`config.mk`:
```
export PLATFORM = sky130hd
export DESIGN_NAME = zc_gain_ctrl
export DESIGN_NICKNAME = d
export VERILOG_FILES = /design/src/rtl/zc_gain_pkg.sv /design/src/rtl/zc_cfg_regs.sv /design/src/rtl/zc_detect.sv /design/src/rtl/zc_tmr.sv /design/src/rtl/zc_gain_ctrl.sv
export SDC_FILE = /design/constraint.sdc
export NUM_CORES = 1
export LEC_CHECK = 0
export ABC_AREA = 1
export BUFFER_PORTS_ARGS = -buffer_cell sky130_fd_sc_hd__buf_2
export CELL_PAD_IN_SITES_DETAIL_PLACEMENT = 1
export CELL_PAD_IN_SITES_GLOBAL_PLACEMENT = 1
export CORE_ASPECT_RATIO = 0.7
export CORE_MARGIN = 10
export CORE_UTILIZATION = 43
export DETAILED_ROUTE_END_ITERATION = 16
export MAX_ROUTING_LAYER = met4
export PLACE_DENSITY_LB_ADDON = 0.3
export SYNTH_ARGS = -nofsm -noshare
export SYNTH_HDL_FRONTEND = slang
export SYNTH_SLANG_ARGS = --single-unit
```
`constraint.sdc`:
```
create_clock -name clk -period 6.2 [get_ports clk]
set_input_delay 0.62 -clock clk [delete_from_list [all_inputs] [get_ports clk]]
set_output_delay 0.62 -clock clk [all_outputs]
set_load 0.01 [all_outputs]
```
`src/rtl/zc_gain_pkg.sv`:
```
package zc_gain_pkg;
   typedef enum logic [1:0] {
      ZM_NOW   = 2'b00,
      ZM_DROP  = 2'b01,
      ZM_FLUSH = 2'b10,
      ZM_ALT   = 2'b11
   } zc_mode_e;

   localparam logic [1:0] MODE_RESET = 2'b01;
   localparam logic [2:0] TSEL_RESET = 3'd0;
   localparam int unsigned TMR_BASE_LOG2 = 4;
endpackage

```
`src/rtl/zc_cfg_regs.sv`:
```
module zc_cfg_regs
   import zc_gain_pkg::*;
#(
   parameter int unsigned GAIN_W = 8,
   parameter logic [GAIN_W-1:0] GAIN_RST = '0
) (
   input  logic              clk,
   input  logic              rst_n,
   input  logic              gain_wr,
   input  logic [GAIN_W-1:0] gain_wdata,
   input  logic              cfg_wr,
   input  logic [1:0]        cfg_mode,
   input  logic [2:0]        cfg_tsel,
   input  logic              mpd_wr,
   input  logic              mpd_wdata,
   output logic [GAIN_W-1:0] req_gain,
   output zc_mode_e          mode,
   output logic [2:0]        tsel,
   output logic              master_pd
);

   always_ff @(posedge clk or negedge rst_n) begin
      if (!rst_n) begin
         req_gain  <= GAIN_RST;
         mode      <= zc_mode_e'(MODE_RESET);
         tsel      <= TSEL_RESET;
         master_pd <= 1'b1;
      end else begin
         if (gain_wr) req_gain <= gain_wdata;
         if (cfg_wr) begin
            mode <= zc_mode_e'(cfg_mode);
            tsel <= cfg_tsel;
         end
         if (mpd_wr) master_pd <= mpd_wdata;
      end
   end

endmodule

```
`src/rtl/zc_detect.sv`:
```
module zc_detect #(
   parameter int unsigned SAMPLE_W   = 16,
   parameter bit          USE_STROBE = 1'b0
) (
   input  logic                       clk,
   input  logic                       rst_n,
   input  logic                       smp_valid,
   input  logic signed [SAMPLE_W-1:0] smp_data,
   input  logic                       zc_strobe,
   output logic                       zc_hit
);

   generate
      if (USE_STROBE) begin : g_strobe
         logic unused_smp;
         assign unused_smp = ^{smp_valid, smp_data, clk, rst_n};
         assign zc_hit = zc_strobe;
      end else begin : g_sample
         logic unused_strobe;
         logic prev_sign;
         logic have_prev;
         logic cur_sign;

         assign unused_strobe = zc_strobe;
         assign cur_sign = smp_data[SAMPLE_W-1];

         always_ff @(posedge clk or negedge rst_n) begin
            if (!rst_n) begin
               prev_sign <= 1'b0;
               have_prev <= 1'b0;
            end else if (smp_valid) begin
               prev_sign <= cur_sign;
               have_prev <= 1'b1;
            end
         end

         assign zc_hit = smp_valid &&
                         ((smp_data == '0) || (have_prev && (cur_sign != prev_sign)));
      end
   endgenerate

endmodule

```
`src/rtl/zc_tmr.sv`:
```
module zc_tmr
   import zc_gain_pkg::*;
#(
   parameter int unsigned BASE_SHIFT = 0
) (
   input  logic       clk,
   input  logic       rst_n,
   input  logic       clear,
   input  logic       load,
   input  logic       run,
   input  logic [2:0] code,
   output logic       done
);

   localparam int unsigned CNT_W = TMR_BASE_LOG2 + 8 + BASE_SHIFT;

   logic [CNT_W-1:0] cnt;
   logic [CNT_W-1:0] limit;

   assign limit = (CNT_W'(1) << (int'(code) + TMR_BASE_LOG2 + BASE_SHIFT)) - CNT_W'(1);

   always_ff @(posedge clk or negedge rst_n) begin
      if (!rst_n)               cnt <= '0;
      else if (clear)           cnt <= '0;
      else if (load)            cnt <= limit;
      else if (run && cnt != 0) cnt <= cnt - CNT_W'(1);
   end

   assign done = (cnt == '0);

endmodule

```
`src/rtl/zc_gain_ctrl.sv`:
```
module zc_gain_ctrl
   import zc_gain_pkg::*;
#(
   parameter int unsigned GAIN_W     = 8,
   parameter int unsigned SAMPLE_W   = 16,
   parameter int unsigned BASE_SHIFT = 0,
   parameter bit          USE_STROBE = 1'b0,
   parameter logic [GAIN_W-1:0] GAIN_RST = '0
) (
   input  logic                       clk,
   input  logic                       rst_n,
   input  logic                       gain_wr,
   input  logic [GAIN_W-1:0]          gain_wdata,
   input  logic                       cfg_wr,
   input  logic [1:0]                 cfg_mode,
   input  logic [2:0]                 cfg_tsel,
   input  logic                       mpd_wr,
   input  logic                       mpd_wdata,
   input  logic                       chan_pd,
   input  logic                       smp_valid,
   input  logic signed [SAMPLE_W-1:0] smp_data,
   input  logic                       zc_strobe,
   output logic [GAIN_W-1:0]          gain_act,
   output logic                       applied
);

   generate
      if (GAIN_W < 1 || GAIN_W > 32) begin : g_bad_gain_w
         initial $fatal(1, "zc_gain_ctrl: GAIN_W out of range");
      end
      if (SAMPLE_W < 2) begin : g_bad_sample_w
         initial $fatal(1, "zc_gain_ctrl: SAMPLE_W must be at least 2");
      end
      if (BASE_SHIFT > 12) begin : g_bad_shift
         initial $fatal(1, "zc_gain_ctrl: BASE_SHIFT too large");
      end
   endgenerate

   logic [GAIN_W-1:0] req_gain;
   zc_mode_e          mode;
   logic [2:0]        tsel;
   logic              master_pd;
   logic              zc_hit;
   logic              tmr_done;
   logic              halt;
   logic              immediate;
   logic              pend_q, pend_d;
   logic [GAIN_W-1:0] act_d;
   logic [GAIN_W-1:0] base;
   logic              tmr_load;

   zc_cfg_regs #(.GAIN_W(GAIN_W), .GAIN_RST(GAIN_RST)) u_regs (
      .clk(clk), .rst_n(rst_n),
      .gain_wr(gain_wr), .gain_wdata(gain_wdata),
      .cfg_wr(cfg_wr), .cfg_mode(cfg_mode), .cfg_tsel(cfg_tsel),
      .mpd_wr(mpd_wr), .mpd_wdata(mpd_wdata),
      .req_gain(req_gain), .mode(mode), .tsel(tsel), .master_pd(master_pd)
   );

   zc_detect #(.SAMPLE_W(SAMPLE_W), .USE_STROBE(USE_STROBE)) u_zc (
      .clk(clk), .rst_n(rst_n),
      .smp_valid(smp_valid), .smp_data(smp_data), .zc_strobe(zc_strobe),
      .zc_hit(zc_hit)
   );

   zc_tmr #(.BASE_SHIFT(BASE_SHIFT)) u_tmr (
      .clk(clk), .rst_n(rst_n),
      .clear(halt), .load(tmr_load), .run(pend_q), .code(tsel),
      .done(tmr_done)
   );

   assign halt      = master_pd | chan_pd;
   assign immediate = (mode == ZM_NOW) || (mode == ZM_ALT);

   always_comb begin
      act_d    = gain_act;
      pend_d   = pend_q;
      tmr_load = 1'b0;
      base     = gain_act;
      if (halt) begin
         pend_d = 1'b0;
      end else if (immediate) begin
         pend_d = 1'b0;
         if (req_gain != gain_act) act_d = req_gain;
      end else if (gain_wr) begin
         if (pend_q && mode == ZM_FLUSH) begin
            act_d = req_gain;
            base  = req_gain;
         end
         if (gain_wdata != base) begin
            pend_d   = 1'b1;
            tmr_load = 1'b1;
         end else begin
            pend_d = 1'b0;
         end
      end else if (pend_q) begin
         if (zc_hit || tmr_done) begin
            act_d  = req_gain;
            pend_d = 1'b0;
         end
      end else if (req_gain != gain_act) begin
         pend_d   = 1'b1;
         tmr_load = 1'b1;
      end
   end

   always_ff @(posedge clk or negedge rst_n) begin
      if (!rst_n) begin
         gain_act <= GAIN_RST;
         pend_q   <= 1'b0;
         applied  <= 1'b0;
      end else begin
         gain_act <= act_d;
         pend_q   <= pend_d;
         applied  <= (act_d != gain_act);
      end
   end

endmodule

```
==> metrics <==
Total GRT Usage=16.9%; number of port buffers=45; Hold WC Path Type=reg2reg; area of the die=9750 sq um; height of the die=85.7 um; Reg area=953 sq um; clock root cell=clkbuf_8; post-route setup slack=3390 ps; Residual DRC=0; Mean Syn Cell Area=6.69 sq um; Area Growth Syn to Fin=15.4%; Num CTS Buffers=5; post-synthesis xor/xnor area fraction=4.63%; cell area after synthesis=2650 sq um; min cycle time layout=2810 ps; Hold Path End=u_zc.g_sample.have_prev; Seq/Total Area, Yosys=36.0%; Starting Density=45.3%; Yosys top cell by area=dfrtp_1; layout cells sized above 1=15.3%; largest net degree at the start of global routing=39; Via density=5.26; Clk pwr share=27.6%; crit-path max FO=16; Fin. Hold Viols=0; placed instance count=505; clk slew on worst S/H paths=80 ps; VDD IR max=0.000123 V; setup bufs post-CTS=0; Design Area, Final=3060 sq um; vias in the first global route=2818; cells after synthesis=396; Finished Layout Cells=513; Pwr Density=318 nW/um^2; DR WL met3=384 um; clk sinks=38; Max-Cap Viols=0; Hold Crit Depth=2; Logic pwr share=38.1%; Post-Synth Simple-Gate Area=35.2%; hpwl dp=5940 um; Post-Route WL=7890 um; CP arrival=3000 ps; Leakage Power=1.58 nW; Routed Antenna Nets=0; Area contributors post-synth=dfrtp_1 34%, nand2_1 18%, nand3_1 6.8%; largest family of logic cells by synthesized area=simple AND/OR/NAND/NOR gates; Skew-Pair Late Insertion Delay=300 ps; unrepaired setup endpoints after global routing=no; most frequent cells in the layout=128 x nand2_1, 45 x buf_2, 43 x inv_1; Setup Total Neg Slack=0 ps; Pint=0.591 mW; Clock Path Buffers=2; Net count, final=479; multiplexer area fraction after synthesis=0.850%; Hold Slack=445 ps; Synth Area in Compound Gates=12.8%; die width=114 um; Worst Setup End Kind=register; placed cell areas=2910 sq um; most common cell after layout, fill and taps aside=nand2_1; Synth warnings=0; CP Class=reg2reg; final period utilization=45.3%; Core Region=5840 sq um; RR Startpoint=pend_q; row cnt=23; HP Start=u_zc.g_sample.have_prev; Slew @ Worst Pin=903 ps; max frequency=0.356 GHz; Post-Synth Adder-Cell Area=1.89%; final slew viol count=0; register share of total power=34.3%; Layout fillers=795; sw frac=39.2%; DR vias=2696; GRT overflow=0; crit path launch type=register; first-pass GRT wire length=13400 um; RR Endpoint=u_tmr.cnt[5]; 1st-pass router iterations=4; Worst EP required=6400 ps; n_diodes=0; Avg WL per Cell=15.4 um; met2 wire length=3460 um; area of the multi-input gates=1470 sq um; Post-Syn Nets=438; DRT iter0 DRCs=140; max_slew headroom=39.8%; Yosys cell types=34; Seq cells post-synth=38; I/O Pins=47; GPL Wtd Cong=0.853; top sig layer=met4; Setup Slack @ Placement=3510 ps; CTS tree=done; Resized cells post-CTS=0; clock skew=8.37 ps; hold_buf cts=0; R2R depth=12; setup violators final=0; CTS H-Tree Depth=2; flop2flop setup slack=3390 ps; post-synth top area share=34.0%; antenna violations before repair=0; switching pwr=0.380 mW; status=completed; Metal-1 WL=4000 um
-- stage by stage --
| stage | total power, mW | utilization (%) |
|---|---|---|
| detailed placement | 0.703 | 49.9 |
| floorplan | 0.588 | - |
| global placement | 0.687 | 49.9 |
| global route | 1.05 | 52.3 |
| finish | 0.971 | 52.3 |
| CTS | 0.978 | 52.3 |
-- final cells by class --
cell class | count | area share, %
Tap cell | 75 | 3.07
Clock buffer | 6 | 2.70
Sequential cell | 38 | 31.2
Clock inverter | 2 | 1.97
Timing Repair Buffer | 46 | 7.62
Multi-Input combinational cell | 303 | 48.2
Inverter | 43 | 5.28
-- power groups by stage --
stage          registers, mW  clock network [mW]  logic [mW]
2_1_floorplan          0.332                   0       0.256
3_3_place_gp           0.334                   0       0.352
3_5_place_dp           0.336                   0       0.367
4_1_cts                0.333               0.274       0.371
5_1_grt                0.340               0.287       0.426
6_report               0.333               0.267       0.370
-- registers in the layout, summed over array words and instances (netlist names) --
| signal | flops |
|---|---|
| u_regs.req_gain | 8 |
| pend_q | 1 |
| u_regs.mode | 2 |
| u_zc.g_sample.have_prev | 1 |
| u_zc.g_sample.prev_sign | 1 |
| u_tmr.cnt | 12 |
| u_regs.master_pd | 1 |
| u_regs.tsel | 3 |
| applied | 1 |
| gain_act | 8 |
-- critical path, stage by stage, from the launching register on --
cell	delay (ps)
dfrtp_1	650
nand2_2	320
o21ai_0	440
xnor2_1	170
nand3_1	150
nor2_2	210
nor2_4	60
nand2_4	150
nand3_4	190
inv_1	190
nand2_1	70
nand2_1	60
inv_1	30
-- Yosys cell counts --
master	instances
o22ai_1	2
xnor2_1	4
or2_2	1
buf_2	2
nand3_2	1
buf_1	1
inv_1	43
dfrtp_1	36
a211o_1	1
nor3_1	2
nor4_1	2
nor2_4	1
o41ai_1	1
nand2_4	1
and3_1	1
mux2_2	2
nand3_4	1
xor2_1	10
clkbuf_1	7
nand2_1	128
a21oi_1	18
nor2_1	35
nand2_2	2
nor2_2	2
o21ai_1	5
nand4_1	5
ha_1	4
buf_6	2
o211ai_1	2
dfstp_2	2
o21ai_0	34
conb_1	1
o2111ai_1	1
nand3_1	36
-- worst max-delay path by stage --
| stage | slack (ps) | start | end |
|---|---|---|---|
| 2_1_floorplan | 4010 | u_regs.mode[0] | u_tmr.cnt[4] |
| 3_3_place_gp | 3560 | pend_q | u_tmr.cnt[5] |
| 3_5_place_dp | 3510 | pend_q | u_tmr.cnt[5] |
| 4_1_cts | 3430 | pend_q | u_tmr.cnt[10] |
| 5_1_grt | 3150 | pend_q | u_tmr.cnt[10] |
| 6_report | 3390 | pend_q | u_tmr.cnt[5] |
-- per-layer routing --
metal	vias up	track usage, %
met4	0	3.06
met5	-	-
met3	6	4.11
met1	1287	22.4
li1	1349	-
met2	54	25.8
-- cells by family after synthesis --
family,Yosys count
xor gates and xnor gates,14
adders and majority gates,4
DFF,38
and+or+nand+nor,218
other,1
buffers and inverters,55
muxes,2
AOI/OAI and AO/OA,64
No activity file was read; power rests on OpenSTA's default activity.
